[src/rtl/crw_pkg.sv]
package crw_pkg;

  localparam int FIELD_W = 4;

  typedef logic [FIELD_W-1:0] crField_t;

  typedef struct packed {
    logic load;
    logic rdPhase;
    logic wrPhase;
    logic step;
  } crwStrobe_t;

endpackage

[src/rtl/crw_ctrl.sv]
module crw_ctrl
  import crw_pkg::*;
#(
  parameter int MAX_VL = 64,
  localparam int VLW = $clog2(MAX_VL + 1)
) (
  input  logic           clk,
  input  logic           rstN,
  input  logic           startIn,
  input  logic [VLW-1:0] vlIn,
  input  logic           mergeIn,
  output crwStrobe_t     strobe,
  output logic           busyOut,
  output logic           doneOut
);

  typedef enum logic [1:0] {S_IDLE, S_READ, S_WRITE, S_FIN} ctrlState_t;

  localparam logic [VLW-1:0] VL_CAP = VLW'(MAX_VL);

  ctrlState_t state;
  logic [VLW-1:0] remCnt;
  logic           mergeFlag;
  logic [VLW-1:0] effVl;

  assign effVl = (vlIn > VL_CAP) ? VL_CAP : vlIn;

  always_ff @(posedge clk or negedge rstN) begin
    if (!rstN) begin
      state     <= S_IDLE;
      remCnt    <= '0;
      mergeFlag <= 1'b0;
    end else begin
      case (state)
        S_IDLE: begin
          if (startIn) begin
            mergeFlag <= mergeIn;
            remCnt    <= effVl;
            if (effVl == '0) state <= S_FIN;
            else if (mergeIn) state <= S_READ;
            else state <= S_WRITE;
          end
        end
        S_READ:  state <= S_WRITE;
        S_WRITE: begin
          remCnt <= remCnt - VLW'(1);
          if (remCnt == VLW'(1)) state <= S_FIN;
          else if (mergeFlag) state <= S_READ;
          else state <= S_WRITE;
        end
        default: state <= S_IDLE;
      endcase
    end
  end

  always_comb begin
    strobe.load    = (state == S_IDLE) && startIn;
    strobe.rdPhase = (state == S_READ);
    strobe.wrPhase = (state == S_WRITE);
    strobe.step    = (state == S_WRITE);
  end

  assign busyOut = (state != S_IDLE);
  assign doneOut = (state == S_FIN);

  // Busy-cycle counter used only to bound operation length.
  localparam int CW = VLW + 2;
  localparam logic [CW-1:0] CYC_LIMIT = CW'(2 * MAX_VL + 1);
  logic [CW-1:0] cycCnt;

  always_ff @(posedge clk or negedge rstN) begin
    if (!rstN) cycCnt <= '0;
    else if (!busyOut) cycCnt <= '0;
    else cycCnt <= cycCnt + CW'(1);
  end

  // an operation never exceeds two cycles per element plus done
  a_r7_cycle_budget: assert property (@(posedge clk) disable iff (!rstN)
    busyOut |-> (cycCnt <= CYC_LIMIT));

  // done is a single-cycle pulse
  a_r7_done_pulse: assert property (@(posedge clk) disable iff (!rstN)
    doneOut |=> !doneOut);

endmodule

[src/rtl/crw_dpath.sv]
module crw_dpath
  import crw_pkg::*;
#(
  parameter int MAX_VL = 64,
  parameter int IDXW   = 6,
  parameter int SEL_W  = 5,
  parameter int XLEN   = 64
) (
  input  logic             clk,
  input  logic             rstN,
  input  crwStrobe_t       strobe,
  input  logic [IDXW-1:0]  baseIn,
  input  logic [SEL_W-1:0] srcSel,
  input  logic [XLEN-1:0]  srcIn,
  input  logic [MAX_VL-1:0] predIn,
  input  logic             zeroIn,
  input  crField_t         maskIn,
  input  crField_t         modeIn,
  input  logic             mergeIn,
  input  crField_t         crRdData,
  output logic             crRdEn,
  output logic [IDXW-1:0]  crRdIdx,
  output logic             crWrEn,
  output logic [IDXW-1:0]  crWrIdx,
  output crField_t         crWrData
);

  logic [IDXW-1:0]   elemIdx;
  logic [MAX_VL-1:0] predReg;
  logic              srcBit;
  logic              zeroFlag;
  logic              mergeFlag;
  crField_t          maskReg;
  crField_t          modeReg;

  logic unusedSrcHi;
  assign unusedSrcHi = ^srcIn[XLEN-1:1];

  always_ff @(posedge clk or negedge rstN) begin
    if (!rstN) begin
      elemIdx   <= '0;
      predReg   <= '0;
      srcBit    <= 1'b0;
      zeroFlag  <= 1'b0;
      mergeFlag <= 1'b0;
      maskReg   <= '0;
      modeReg   <= '0;
    end else if (strobe.load) begin
      elemIdx   <= baseIn;
      predReg   <= predIn;
      srcBit    <= (srcSel != '0) ? srcIn[0] : 1'b0;
      zeroFlag  <= zeroIn;
      mergeFlag <= mergeIn;
      maskReg   <= maskIn;
      modeReg   <= modeIn;
    end else if (strobe.step) begin
      elemIdx <= elemIdx + IDXW'(1);
      predReg <= predReg >> 1;
    end
  end

  crField_t cmpBits;
  crField_t keepBits;
  logic     activeBit;

  for (genvar g = 0; g < FIELD_W; g++) begin : g_lane
    assign cmpBits[g]  = maskReg[g] & (modeReg[g] == srcBit);
    assign keepBits[g] = mergeFlag & ~maskReg[g] & crRdData[g];
  end

  assign activeBit = predReg[0];
  assign crRdEn    = strobe.rdPhase & activeBit;
  assign crRdIdx   = elemIdx;
  assign crWrEn    = strobe.wrPhase & (activeBit | zeroFlag);
  assign crWrIdx   = elemIdx;
  assign crWrData  = activeBit ? (cmpBits | keepBits) : '0;

  // every read is followed by a write to the same field
  a_r5_read_then_write: assert property (@(posedge clk) disable iff (!rstN)
    crRdEn |=> (crWrEn && (crWrIdx == $past(crRdIdx))));

  // bits outside the mask are carried from the read data
  a_r5_keep_outside: assert property (@(posedge clk) disable iff (!rstN)
    (crWrEn && mergeFlag && activeBit) |-> ((crWrData & ~maskReg) == (crRdData & ~maskReg)));

  // overwrite mode never reads
  a_r6_no_read: assert property (@(posedge clk) disable iff (!rstN)
    !mergeFlag |-> !crRdEn);

endmodule

[src/rtl/crw_vec_writer.sv]
module crw_vec_writer
  import crw_pkg::*;
#(
  parameter int MAX_VL    = 64,
  parameter int CR_FIELDS = 64,
  parameter int SEL_W     = 5,
  parameter int XLEN      = 64,
  localparam int VLW  = $clog2(MAX_VL + 1),
  localparam int IDXW = $clog2(CR_FIELDS)
) (
  input  logic              clk,
  input  logic              rstN,
  input  logic              startIn,
  input  logic [VLW-1:0]    vlIn,
  input  logic [IDXW-1:0]   baseIn,
  input  logic [SEL_W-1:0]  srcSel,
  input  logic [XLEN-1:0]   srcIn,
  input  logic [MAX_VL-1:0] predIn,
  input  logic              zeroIn,
  input  logic [3:0]        maskIn,
  input  logic [3:0]        modeIn,
  input  logic              mergeIn,
  input  logic [3:0]        crRdData,
  output logic              busyOut,
  output logic              doneOut,
  output logic              crRdEn,
  output logic [IDXW-1:0]   crRdIdx,
  output logic              crWrEn,
  output logic [IDXW-1:0]   crWrIdx,
  output logic [3:0]        crWrData
);

  crwStrobe_t strobe;

  crw_ctrl #(.MAX_VL(MAX_VL)) ctrl_i (
    .clk     (clk),
    .rstN    (rstN),
    .startIn (startIn),
    .vlIn    (vlIn),
    .mergeIn (mergeIn),
    .strobe  (strobe),
    .busyOut (busyOut),
    .doneOut (doneOut)
  );

  crw_dpath #(
    .MAX_VL (MAX_VL),
    .IDXW   (IDXW),
    .SEL_W  (SEL_W),
    .XLEN   (XLEN)
  ) dpath_i (
    .clk      (clk),
    .rstN     (rstN),
    .strobe   (strobe),
    .baseIn   (baseIn),
    .srcSel   (srcSel),
    .srcIn    (srcIn),
    .predIn   (predIn),
    .zeroIn   (zeroIn),
    .maskIn   (maskIn),
    .modeIn   (modeIn),
    .mergeIn  (mergeIn),
    .crRdData (crRdData),
    .crRdEn   (crRdEn),
    .crRdIdx  (crRdIdx),
    .crWrEn   (crWrEn),
    .crWrIdx  (crWrIdx),
    .crWrData (crWrData)
  );

  // the field file is untouched while idle
  a_r10_quiet_idle: assert property (@(posedge clk) disable iff (!rstN)
    !busyOut |-> (!crRdEn && !crWrEn));

endmodule

[config.mk]
export PLATFORM = sky130hd
export DESIGN_NAME = crw_vec_writer
export DESIGN_NICKNAME = d
export VERILOG_FILES = /design/src/rtl/crw_pkg.sv /design/src/rtl/crw_ctrl.sv /design/src/rtl/crw_dpath.sv /design/src/rtl/crw_vec_writer.sv
export SDC_FILE = /design/constraint.sdc
export NUM_CORES = 1
export LEC_CHECK = 0
export CORE_AREA = 3 3 113 115
export CTS_CLUSTER_SIZE = 8
export DETAILED_ROUTE_END_ITERATION = 10
export DIE_AREA = 0 0 116 118
export DONT_BUFFER_PORTS = 1
export MAX_ROUTING_LAYER = met4
export PLACE_DENSITY = 0.58
export REMOVE_ABC_BUFFERS = 1
export SYNTH_ARGS = -nofsm -noshare
export SYNTH_HDL_FRONTEND = slang
export SYNTH_SLANG_ARGS = --single-unit
[constraint.sdc]
create_clock -name clk -period 1.72 [get_ports clk]
set_clock_uncertainty 0.15 [all_clocks]
set_input_delay 0.344 -clock clk [delete_from_list [all_inputs] [get_ports clk]]
set_output_delay 0.344 -clock clk [all_outputs]
set_load 0.01 [all_outputs]
==> key figures, run 1 <==
Final layout
  • Most frequent cells in the layout: nand2_1 (168), dfrtp_1 (87), dlygate4sd3_1 (81)
  • Ant diodes: 0
  • Final non-filler cell total: a little under 700
  • # nets final: roughly 710
  • Commonest non-fill, non-tap cell in the layout: nand2_1
  • Share of cells above drive strength 1: 13.9%
  • Area delta synth->final: 40.0%

Drt
  • Vias: about 3.6k
  • WL met3: slightly above 600 µm
  • 1st-iter DRT viols: around 190
  • WL/cell: approximately 16 µm
  • WL met2: 5.34 mm
  • Drt first pass iters: 5
  • Final ANT Viol Nets: 0
  • DR vias/cell: around 5.3
  • Total length of routed wires: around 11 mm
  • DRC errors left: 0
  • Wl on met1: ~4.9 mm
  • Top Metal Used: met4

Clock tree
  • CTS tree: built
  • Worst skew pair latency: between 0.3 and 0.4 ns
  • CTS HTree Levels: 3
  • # clock sinks: 90
  • Cts bufs inserted: 9
  • CTS clk-pin slew, worst paths: ~0.070 ns
  • CTS Hold Bufs: 81
  • Clk buf depth: 2
  • Clock Tree Root: clkbuf_16

GRT
  • Grt ovf: 0
  • Largest net degree at the start of global routing: slightly above 90
  • Initial antenna violation count: 0
  • Vias in the first global route: 3,734
  • GRT Total Usage: between 15 and 20%
  • First-pass GRT wire length: between 15 and 20 mm

Logic synthesis
  • Synth async-reset ratio: 100%
  • Number of flops mapped to enable cells by yosys: 0
  • #FFs+latches synth: 90
  • Seq/Total Area, Yosys: 54.2%
  • Synth Flop Type: dfrtp_1
  • Syn. warnings: 0
  • Syn Std Cell Area: roughly 4200 µm²
  • Mapped Avg Cell Area: between 9 and 10 µm²
  • Synthesized instance count: between 400 and 500
  • Number of distinct library cells after synthesis: 44

Timing
  • Max Freq: between 0.5 and 0.6 GHz
  • Worst Max-Slew Pin Slew: 0.435 ns
  • RSZ-0062 raised after global routing: true
  • Final min period: around 1.8 ns
  • Final setup viols: 4
  • Final Cycle Share: 103%
  • Slew margin rel.: between 70% and 80%
  • Setup TNS Final: -0.102 ns
  • Min setup slack post-route: -0.0565 ns
  • Fin. Hold Viols: 90
  • Min Hold Slack: -0.462 ns
  • Max-slew violations: 0

Worst setup path
  • CP bufs+invs: 0
  • Crit Reg-Reg Startpoint: ctrl_i.remCnt[2]
  • Critical Path AT: 1.28 ns
  • Critical-path maximum fanout: 5
  • CP cell instances: xnor2_1 -> nand2_1 -> a21boi_2
  • Critical Path Sink: crWrData[0]
  • Worst setup EP type: output pin
  • CP startpoint: dpath_i.srcBit
  • Setup slack, reg-to-reg: approximately 0.060 ns
  • Worst Path Class, Setup: reg -> out
  • CP startpoint kind: flop
  • Slowest-stage cell, CP: dfrtp_2
  • Critical Path Max Stage Delay: ~0.47 ns
  • FF-to-FF End: ctrl_i.remCnt[5]
  • R2R depth: 3
  • CP Depth: 3
  • Critical path required time: approximately 1.2 ns
  • Crit-path leading delay family: flip-flops

Placement
  • Pre-CTS setup slack: -0.0407 ns
  • IO Port Bufs: 0
  • DP Wirelength: 6.84 mm
  • Cells after DPL: ~580
  • RD Place Congestion: ~0.84

Die
  • Die X: approximately 120 µm
  • Die area: about 14,000 µm²
  • Initial core utilization: a little over a third
  • Top Ports: 183
  • Die height: around 120 µm
  • Core footprint: around 12,000 µm²
  • Std-Cell Rows: 40

Pwr
  • Leak: approximately 0.0027 µW
  • Pwr dens: ~1800 nW/µm²
  • Max VDD drop: 1.03 mV

Status
  • Failing checks: negative hold slack, negative setup slack
  • Outcome: finished with violations

Hold path
  • Hold/Removal Path Class: in -> async

Job
  • MaxCap Viol Count: 0
layer usage:
layer / up-vias / global-route usage [%]
li1: 1724 / -
met1: 1771 / 21.6
met2: 121 / 25.5
met3: 21 / 3.44
met4: 0 / 6.16
met5: - / -
where the power goes:
group	internal, µW	switching, µW	leakage, µW
logic	2290	2370	0.00144
registers	3140	795	0.00112
clock network	1170	834	0.000145
logic make-up after synthesis:
kind of cell    share of synthesized area, %
simple gates                            21.5
compound gates                          17.6
flops                                   54.2
buf+inv                                 4.73
xor+xnor                                1.05
fa+ha+maj                              0.904
stage by stage:
step	power, µW	instance area (µm²)	util [%]	hold WS (ns)
floorplan	6210	3980	-	-0.102
global placement	7650	4460	37.4	-0.0991
detailed placement	7840	4460	37.4	-0.0988
CTS	10200	5650	47.4	-0.476
global route	11400	5820	48.8	-0.481
finish	10600	5820	48.8	-0.462
synth_stat cells, types with 3 or more instances:
cell type	n	area, µm²
buf_2	16	80.1
nand3b_1	6	45.0
xnor2_1	4	35.0
or3_1	3	18.8
inv_1	5	18.8
o21ai_0	3	15.0
ha_1	3	37.5
nand2b_1	4	25.0
buf_4	7	52.6
a21oi_1	3	15.0
dfrtp_1	90	2250
clkbuf_1	10	37.5
o21ai_1	6	30.0
a22oi_1	66	495
a21boi_0	4	30.0
a31oi_1	5	31.3
nand2_1	168	631
nor2_1	9	33.8
registers in the layout, summed over array words and instances, names as in the netlist:
signal and flops:
dpath_i.maskReg 4, dpath_i.zeroFlag 1, ctrl_i.remCnt 7, dpath_i.modeReg 4
dpath_i.predReg 64, dpath_i.mergeFlag 1, dpath_i.srcBit 1, dpath_i.crRdIdx 6
ctrl_i.state 2
timing repair:
action	in CTS	in global routing
gates resized for setup	19	16
hold endpoints to repair	171	90
endpoints found under the setup margin	12	76
pin swaps	7	6
setup buffers	3	7
cloned	0	2
layout make-up:
class                   instances  area [µm²]
fillers                      1097        6100
flip-flops and latches         90        2260
multi-input cells             316        1800
repair buffers                118        1250
clock buffers                  10         239
well taps                     147         184
clock inverters                 6        63.8
inverters                       5        18.8
how the worst min path moves through the flow:
stage                               end  slack [ns]  cells after the start
floorplan              ctrl_i.remCnt[0]       -0.10                      0
global placement    dpath_i.predReg[31]        -0.1                      0
detailed placement  dpath_i.predReg[31]        -0.1                      0
CTS                 dpath_i.predReg[21]       -0.48                      0
global route        dpath_i.predReg[33]       -0.48                      0
finish              dpath_i.predReg[33]       -0.46                      0
Note: power is estimated with default switching activity, not from simulation.
==> run 2: changes to the inputs <==
--- a/config.mk
+++ b/config.mk
@@ -5,14 +5,17 @@
 export SDC_FILE = /design/constraint.sdc
 export NUM_CORES = 1
 export LEC_CHECK = 0
-export CORE_AREA = 3 3 113 115
+export ABC_AREA = 1
+export CORE_AREA = 3 3 116 118
 export CTS_CLUSTER_SIZE = 8
 export DETAILED_ROUTE_END_ITERATION = 10
-export DIE_AREA = 0 0 116 118
+export DIE_AREA = 0 0 119 121
 export DONT_BUFFER_PORTS = 1
+export HOLD_SLACK_MARGIN = 0.03
 export MAX_ROUTING_LAYER = met4
-export PLACE_DENSITY = 0.58
+export PLACE_DENSITY = 0.57
 export REMOVE_ABC_BUFFERS = 1
+export SKIP_LAST_GASP = 1
 export SYNTH_ARGS = -nofsm -noshare
 export SYNTH_HDL_FRONTEND = slang
 export SYNTH_SLANG_ARGS = --single-unit
==> run 2 against run 1 <==
Against the previous run: the flow finishes with violations (negative hold slack); sequential power is essentially flat; flip-flop and latch count unchanged; count of clock-buffer cells in the layout increased by 4; critical endpoint is now crRdEn; via count increased by 4.0%.
==> key figures, run 2 <==
Status
  • Outcome: finished with violations
  • Failing checks: negative hold slack

Worst setup path
  • Worst setup EP type: output pin
  • Crit Reg-Reg Startpoint: ctrl_i.state[0]
  • FF-to-FF End: dpath_i.predReg[9]
  • R2R depth: 5 (+2)
  • Setup slack, reg-to-reg: 0.11 ns (+0.05 ns)
  • CP startpoint kind: flop
  • Critical path required time: 1.23 ns (about the same)
  • Worst Path Class, Setup: reg -> out
  • Critical Path AT: 1.21 ns (-0.07 ns)
  • Critical-path maximum fanout: 5 (unchanged)

Die
  • Core footprint: 12,600 µm² (+5.5%)
  • Top Ports: 183 (unchanged)
  • Die area: 14,400 µm² (+5.2%)
  • Initial core utilization: 34.4% (-0.47 points)
  • Die height: 121 µm (+2.5%)
  • Die X: 119 µm (+2.6%)
  • Std-Cell Rows: 41 (+2.5%)

Timing
  • Fin. Hold Viols: 90 (unchanged)
  • Final min period: 1.70 ns (-0.0757 ns)
  • Final Cycle Share: 98.9% (-4.4 points)
  • Max Freq: 0.588 GHz (+4.4%)
  • Min Hold Slack: -0.456 ns (+0.00603 ns)
  • RSZ-0062 raised after global routing: true
  • Min setup slack post-route: 0.0192 ns (+0.0757 ns)
  • Slew margin rel.: 73.9% (+3.2 points)
  • Setup TNS Final: 0 ns (+0.102 ns)
  • Worst Max-Slew Pin Slew: 0.389 ns (-0.0464 ns)
  • Max-slew violations: 0 (unchanged)
  • Final setup viols: 0 (-4)

Job
  • MaxCap Viol Count: 0 (unchanged)

Pwr
  • Comb power frac: 39.1% (-4.9 points)
  • Max VDD drop: 0.716 mV (-31%)
  • Switching Share: 39.5% (+1.8 points)
  • Sw power: 3810 µW (-4.7%)
  • Int Power: 5840 µW (-12%)
  • Pwr dens: 1730 nW/µm² (-5.1%)
  • Leak: 0.00262 µW (-2.8%)
  • Flop pwr share: 41.0% (+3.8 points)
  • Total power: 9650 µW (-9.0%)
  • Proportion of power drawn by the clock network: 20.0% (+1.1 points)

Clock tree
  • Cts bufs inserted: 9 (unchanged)
  • Worst skew pair latency: 0.34 ns (about the same)
  • CTS tree: built
  • Clock Tree Root: clkbuf_16
  • Clk buf depth: 2 (unchanged)
  • CTS HTree Levels: 3 (unchanged)
  • CTS clk-pin slew, worst paths: 0.06 ns (about the same)
  • CTS Hold Bufs: 81 (unchanged)
  • # clock sinks: 90 (unchanged)

Drt
  • DRC errors left: 0 (unchanged)
  • 1st-iter DRT viols: 206 (+9.6%)
  • Vias: 3,782 (+4.0%)
  • DR vias/cell: 4.76 (-9.4%)
  • WL/cell: 13.4 µm (-17%)
  • Drt first pass iters: 4 (-1)
  • Total length of routed wires: 10.6 mm (-4.4%)
  • Final ANT Viol Nets: 0 (unchanged)

Logic synthesis
  • Mapped Avg Cell Area: 7.87 µm² (-15%)
  • #FFs+latches synth: 90 (unchanged)
  • Syn Std Cell Area: 4320 µm² (+4.1%)
  • Synthesized instance count: 549 (+23%)
  • Synth async-reset ratio: 100% (unchanged)
  • Top-count cell post-synth: nand2_1
  • Syn. warnings: 0 (unchanged)
  • Seq/Total Area, Yosys: 52.1% (-2.1 points)
  • Synth Flop Type: dfrtp_1
  • Post-synth top cells: nand2_1 (244), dfrtp_1 (90), nand3_1 (76)
  • Number of flops mapped to enable cells by yosys: 0 (unchanged)
  • Area leader, netlist: dfrtp_1
  • Yosys top cell area share: 52.1% (-2.1 points)
  • Number of distinct library cells after synthesis: 26 (-41%)
  • Synth top area cells: dfrtp_1 (52%), nand2_1 (21%), nand3_1 (8.8%), inv_1 (2.3%), buf_4 (2.1%)

Final layout
  • # fillers: 1,252 (+14%)
  • Fin util: 44.4% (-4.5 points)
  • Register with the most flip-flops: dpath_i.predReg
  • Ant diodes: 0 (unchanged)
  • Area delta synth->final: 29.0%
  • # nets final: 784 (+11%)
  • Commonest non-fill, non-tap cell in the layout: nand2_1
  • Most frequent cells in the layout: nand2_1 (243), dfrtp_1 (87), dlygate4sd3_1 (81)
  • Max reg flops: 64 (unchanged)
  • Share of cells above drive strength 1: 5.79% (-8.2 points)
  • Multi-input logic area: 1750 µm² (-3.3%)
  • FF/Latch Area: 2260 µm² (unchanged)

Placement
  • IO Port Bufs: 0 (unchanged)
  • Pre-CTS setup slack: 0.0628 ns (+0.103 ns)
  • DP Wirelength: 6.68 mm (-2.2%)
  • RD Place Congestion: 0.788 (-6.5%)

GRT
  • First-pass GRT wire length: 17.9 mm (+0.46%)
  • Initial antenna violation count: 0 (unchanged)
  • Largest net degree at the start of global routing: 91 (unchanged)
  • Vias in the first global route: 3,741 (+0.19%)
  • GRT Total Usage: 15.8% (-0.77 points)
  • Grt ovf: 0 (unchanged)

Hold path
  • Hold/Removal Path Class: in -> async
==> run 2: cell count changes in the layout (fill, tap and decap cells not counted), sizes merged, moves of 10 or more <==
cell   previous run  this run
nor2              9        19
o21ai             9        20
inv               6        31
buf              35        11
a22oi            66         1
nand3             2        76
nand2           168       244
==> run 2: timing repair <==
| item | 4_1_cts | 5_1_grt |
|---|---|---|
| pin swaps | 0 | 1 |
| resized for setup | 5 | 6 |
| hold endpoints to repair | 171 | 90 |
| setup buffers | 0 | 1 |
| endpoints found under the setup margin | 3 | 49 |
==> run 2: critical path, cell delays in order, from the launching register on <==
cell and delay (ns):
dfrtp_1 0.48, inv_1 0.07, nor3_1 0.32
==> run 2: kinds of logic (layout without fill, tap and decap cells) <==
kind of cell,after synthesis,after routing,synth area share (%)
DFF,90,90,52.1
adders and majority gates,3,3,0.868
buffers and inverters,65,138,7.87
AOI/OAI and AO/OA,42,42,5.67
and+or+nand+nor,343,343,32.3
xor gates and xnor gates,6,6,1.22
==> run 2: cell type report <==
class,count,area share (%)
inverter,31,2.18
clock inverter,1,0.135
timing repair buffer,92,17.0
tap,172,3.86
multi-input combinational,394,31.3
sequential,90,40.5
clock buffer,14,5.09
==> run 2: power by group through the flow <==
stage / registers (µW) / logic, µW / clock network [µW]
after detailed placement: 3980 / 3600 / 0
after CTS: 3960 / 3790 / 2020
final: 3950 / 3770 / 1930
after floorplan: 3790 / 2590 / 0
after global routing: 4120 / 4360 / 2080
after global placement: 3940 / 3460 / 0
==> run 2: per-stage QoR <==
stage | instance area [µm²] | cells
after floorplan | 4100 | 515
after global placement | 4450 | 697
after detailed placement | 4450 | 697
after CTS | 5560 | 793
after global routing | 5580 | 794
final | 5580 | 794
==> run 2: worst max path at each step <==
stage,slack (ns),endpoint,cells after the start,startpoint
2_1_floorplan,-1.42,dpath_i.predReg[63],5,ctrl_i.state[0]
3_3_place_gp,0.09,dpath_i.predReg[26],7,ctrl_i.state[0]
3_5_place_dp,0.06,dpath_i.predReg[13],7,ctrl_i.state[0]
4_1_cts,0.004,crWrEn,4,ctrl_i.state[1]
5_1_grt,-0.05,crRdEn,2,ctrl_i.state[0]
6_report,0.02,crRdEn,2,ctrl_i.state[0]
==> run 2: routing by layer <==
metal / vias to the layer above / part of all wire [%] / track usage [%] / wire length, µm
met3: 12 / 4.8 / 4.01 / 505
met2: 104 / 48 / 25.5 / 5130
li1: 1875 / - / - / -
met1: 1791 / 45 / 19.4 / 4790
met4: 0 / 1.6 / 5.65 / 173
met5: - / 0 / - / 0
==> run 3: changes to the inputs <==
--- a/config.mk
+++ b/config.mk
@@ -6,10 +6,10 @@
 export NUM_CORES = 1
 export LEC_CHECK = 0
 export ABC_AREA = 1
-export CORE_AREA = 3 3 116 118
+export CORE_AREA = 3 3 117 119
 export CTS_CLUSTER_SIZE = 8
 export DETAILED_ROUTE_END_ITERATION = 10
-export DIE_AREA = 0 0 119 121
+export DIE_AREA = 0 0 120 122
 export DONT_BUFFER_PORTS = 1
 export HOLD_SLACK_MARGIN = 0.03
 export MAX_ROUTING_LAYER = met4
@@ -18,4 +18,5 @@
 export SKIP_LAST_GASP = 1
 export SYNTH_ARGS = -nofsm -noshare
 export SYNTH_HDL_FRONTEND = slang
+export SYNTH_HIERARCHICAL = 1
 export SYNTH_SLANG_ARGS = --single-unit
==> run 3 against run 2 <==
Against the previous run: the flow still finishes with violations (negative hold slack); largest power group unchanged; register-to-register slack got worse by 0.02 ns; die area increased by 1.7%; maximum frequency up 2.5%; global-route usage is 0.051 points higher; synthesized cell count shrank 2.2%; cell count shrank 0.63%; combinational power decreased by 96%; highest routed layer unchanged; synthesized area up 2.5%; largest cell class unchanged; critical path type unchanged.
==> key figures, run 3 <==
Job
  • MaxCap Viol Count: 0 (unchanged)

Worst setup path
  • Critical-path maximum fanout: 5 (unchanged)
  • Critical path required time: 1.23 ns (about the same)
  • Critical Path AT: 1.17 ns (-0.04 ns)
  • Worst Path Class, Setup: reg -> out
  • CP startpoint kind: flop
  • Worst setup EP type: output pin

Hold path
  • Hold/Removal Path Class: in -> async

Timing
  • Final min period: 1.66 ns (-0.0414 ns)
  • Fin. Hold Viols: 91 (+1.1%)
  • Worst Max-Slew Pin Slew: 0.363 ns (-0.0262 ns)
  • Final Cycle Share: 96.5% (-2.4 points)
  • Min setup slack post-route: 0.0605 ns (+0.0414 ns)
  • Final setup viols: 0 (unchanged)
  • Min Hold Slack: -0.453 ns (+0.00323 ns)
  • Setup TNS Final: 0 ns (unchanged)
  • Slew margin rel.: 75.8% (+1.9 points)
  • Max-slew violations: 0 (unchanged)
  • Max Freq: 0.603 GHz (+2.5%)
  • RSZ-0062 raised after global routing: true

Final layout
  • # fillers: 1,215 (-3.0%)
  • # nets final: 778 (-0.77%)
  • Area delta synth->final: 30.8%
  • Ant diodes: 0 (unchanged)
  • Max reg flops: 64 (unchanged)
  • Register with the most flip-flops: dpath_i/predReg
  • Commonest non-fill, non-tap cell in the layout: nand2_1
  • Share of cells above drive strength 1: 8.75% (+3.0 points)
  • Final instance area: 5800 µm² (+3.9%)
  • Most frequent cells in the layout: nand2_1 (224), dfrtp_1 (89), dlygate4sd3_1 (82)

Pwr
  • Flop pwr share: 50.2% (+9.2 points)
  • Max VDD drop: 0.532 mV (-26%)
  • Proportion of power drawn by the clock network: 45.9% (+26 points)
  • Int Power: 3430 µW (-41%)
  • Comb power frac: 3.9% (-35 points)
  • Switching Share: 19.7% (-20 points)
  • Sw power: 839 µW (-78%)
  • Pwr dens: 736 nW/µm² (-57%)
  • Leak: 0.00286 µW (+9.1%)

Drt
  • 1st-iter DRT viols: 207 (+0.49%)
  • Vias: 3,851 (+1.8%)
  • DRC errors left: 0 (unchanged)
  • DR vias/cell: 4.88 (+2.5%)
  • Total length of routed wires: 10.9 mm (+2.8%)
  • Final ANT Viol Nets: 0 (unchanged)
  • Drt first pass iters: 4 (unchanged)
  • WL/cell: 13.8 µm (+3.5%)

GRT
  • Busiest grt layer: met2
  • First-pass GRT wire length: 18.3 mm (+2.2%)
  • Vias in the first global route: 3,820 (+2.1%)
  • Grt met1 use: 20.8% (+1.3 points)
  • Grt ovf: 0 (unchanged)
  • Initial antenna violation count: 0 (unchanged)
  • Met2 Use GR: 24.2% (-1.3 points)
  • Largest net degree at the start of global routing: 92 (+1.1%)
  • GRT Total Usage: 15.9% (+0.051 points)
  • M3 GR Usage: 3.71% (-0.30 points)

Logic synthesis
  • Number of flops mapped to enable cells by yosys: 0 (unchanged)
  • Syn. warnings: 6 (+6)
  • Multiplexer share of the synthesized area: 0% (unchanged)
  • Main combinational cell family by area after synthesis: simple AND/OR/NAND/NOR gates
  • Compound-Gate Fraction of Synth Area: 10.1% (+4.4 points)
  • Post-Synth XOR/XNOR Area: 0.791% (-0.42 points)
  • Adder-cell share of the synthesized area: 0.847% (-0.021 points)
  • Synth Flop Type: dfrtp_1
  • Post-synthesis simple-gate area fraction: 29.7% (-2.6 points)
  • Syn Std Cell Area: 4430 µm² (+2.5%)
  • Synthesized instance count: 537 (-2.2%)
  • Top-count cell post-synth: nand2_1
  • Seq/Total Area, Yosys: 51.4% (-0.70 points)
  • Yosys top cell area share: 51.4% (-0.70 points)
  • Synth async-reset ratio: 100% (unchanged)
  • Area leader, netlist: dfrtp_1
  • Post-synth top cells: nand2_1 (224), dfrtp_1 (91), nand3_1 (52)
  • Mapped Avg Cell Area: 8.25 µm² (+4.8%)
  • Synth top area cells: dfrtp_1 (51%), nand2_1 (19%), nand3_1 (5.9%), a22oi_1 (5.8%), inv_1 (2.4%)
  • Number of distinct library cells after synthesis: 32 (+23%)
  • #FFs+latches synth: 91 (+1.1%)

Clock tree
  • # clock sinks: 91 (+1.1%)
  • Clk buf depth: 2 (unchanged)
  • Clock Tree Root: clkbuf_16
  • Worst skew pair latency: 0.34 ns (about the same)
  • CTS HTree Levels: 3 (unchanged)
  • CTS Hold Bufs: 82 (+1.2%)
  • CTS tree: built
  • CTS clk-pin slew, worst paths: 0.06 ns (about the same)
  • Cts bufs inserted: 9 (unchanged)

Placement
  • DP Wirelength: 6.78 mm (+1.4%)
  • Post-DP Area: 4580 µm² (+2.9%)
  • IO Port Bufs: 0 (unchanged)
  • Pre-CTS setup slack: 0.0267 ns (-0.0361 ns)
  • RD Place Congestion: 0.845 (+7.2%)

Status
  • Outcome: finished with violations
  • Failing checks: negative hold slack

Die
  • Die area: 14,600 µm² (+1.7%)
  • Die X: 120 µm (+0.84%)
  • Initial core utilization: 35.0% (+0.57 points)
  • Top Ports: 183 (unchanged)
  • Die height: 122 µm (+0.83%)
  • Std-Cell Rows: 41 (unchanged)
  • Core footprint: 12,700 µm² (+0.82%)
[run 3: worst max-delay path, stage by stage (launching register included)]
cell and delay [ns]:
dfrtp_2 0.46, xnor2_1 0.20, o21ai_1 0.08, inv_1 0.10
[run 3: area by class of cell]
| cell class | instances | area, µm² | share of cell area [%] |
|---|---|---|---|
| clock buffer | 11 | 243 | 4.19 |
| timing repair buffer | 96 | 1020 | 17.6 |
| inverter | 34 | 140 | 2.42 |
| multi-input combinational | 380 | 1840 | 31.8 |
| clock inverter | 5 | 52.6 | 0.907 |
| tap | 172 | 215 | 3.71 |
| sequential | 91 | 2280 | 39.3 |
[run 3: cell families after synthesis]
group | count (synthesis)
DFF | 91
xor gates and xnor gates | 4
and+or+nand+nor | 309
buffers and inverters | 66
adders and majority gates | 3
AOI/OAI and AO/OA | 64
[run 3: final timing paths]
check	depth (start not counted)	start	end	slack [ns]
worst min register to register	2	dpath_i/predReg[22]	dpath_i/predReg[21]	0.32
worst max-delay path	3	dpath_i/srcBit	crWrData[3]	0.06
min in group clk	2	vlIn[0]	ctrl_i/remCnt[0]	0.06
worst min-delay path	0	rstN	dpath_i/predReg[13]	-0.45
worst max register to register	7	ctrl_i/state[1]	dpath_i/crRdIdx[2]	0.09
max in group asynchronous	0	rstN	ctrl_i/state[1]	1.70
[run 3: repair_timing]
| item | CTS | global route |
|---|---|---|
| hold endpoints to repair | 173 | 91 |
| gates resized for setup | 4 | 7 |
| cloned | 0 | 1 |
| buffers inserted | 3 | 3 |
| pin swaps | 0 | 3 |
| setup endpoints to repair | 3 | 63 |
[run 3: metrics by stage]
step / power (µW) / std cells / util, %
final: 4270 / 789 / 45.7
after global routing: 4460 / 789 / 45.7
after CTS: 4350 / 785 / 45.2
after detailed placement: 2190 / 684 / 36.1
after global placement: 2190 / 684 / 36.1
after floorplan: 2190 / 505 / -
[run 3: power by group through the flow]
stage	clock network, µW	registers, µW	logic, µW
floorplan	0	2180	9.75
global placement	0	2180	11.5
detailed placement	0	2180	12.0
CTS	2040	2140	166
global route	2140	2140	180
finish	1960	2140	168
[run 3: per-layer routing]
layer | vias up | wire length (µm) | share of wire (%)
li1 | 1881 | - | -
met2 | 123 | 5100 | 47
met4 | 0 | 199 | 1.8
met3 | 15 | 613 | 5.6
met5 | - | 0 | 0
met1 | 1832 | 5000 | 46
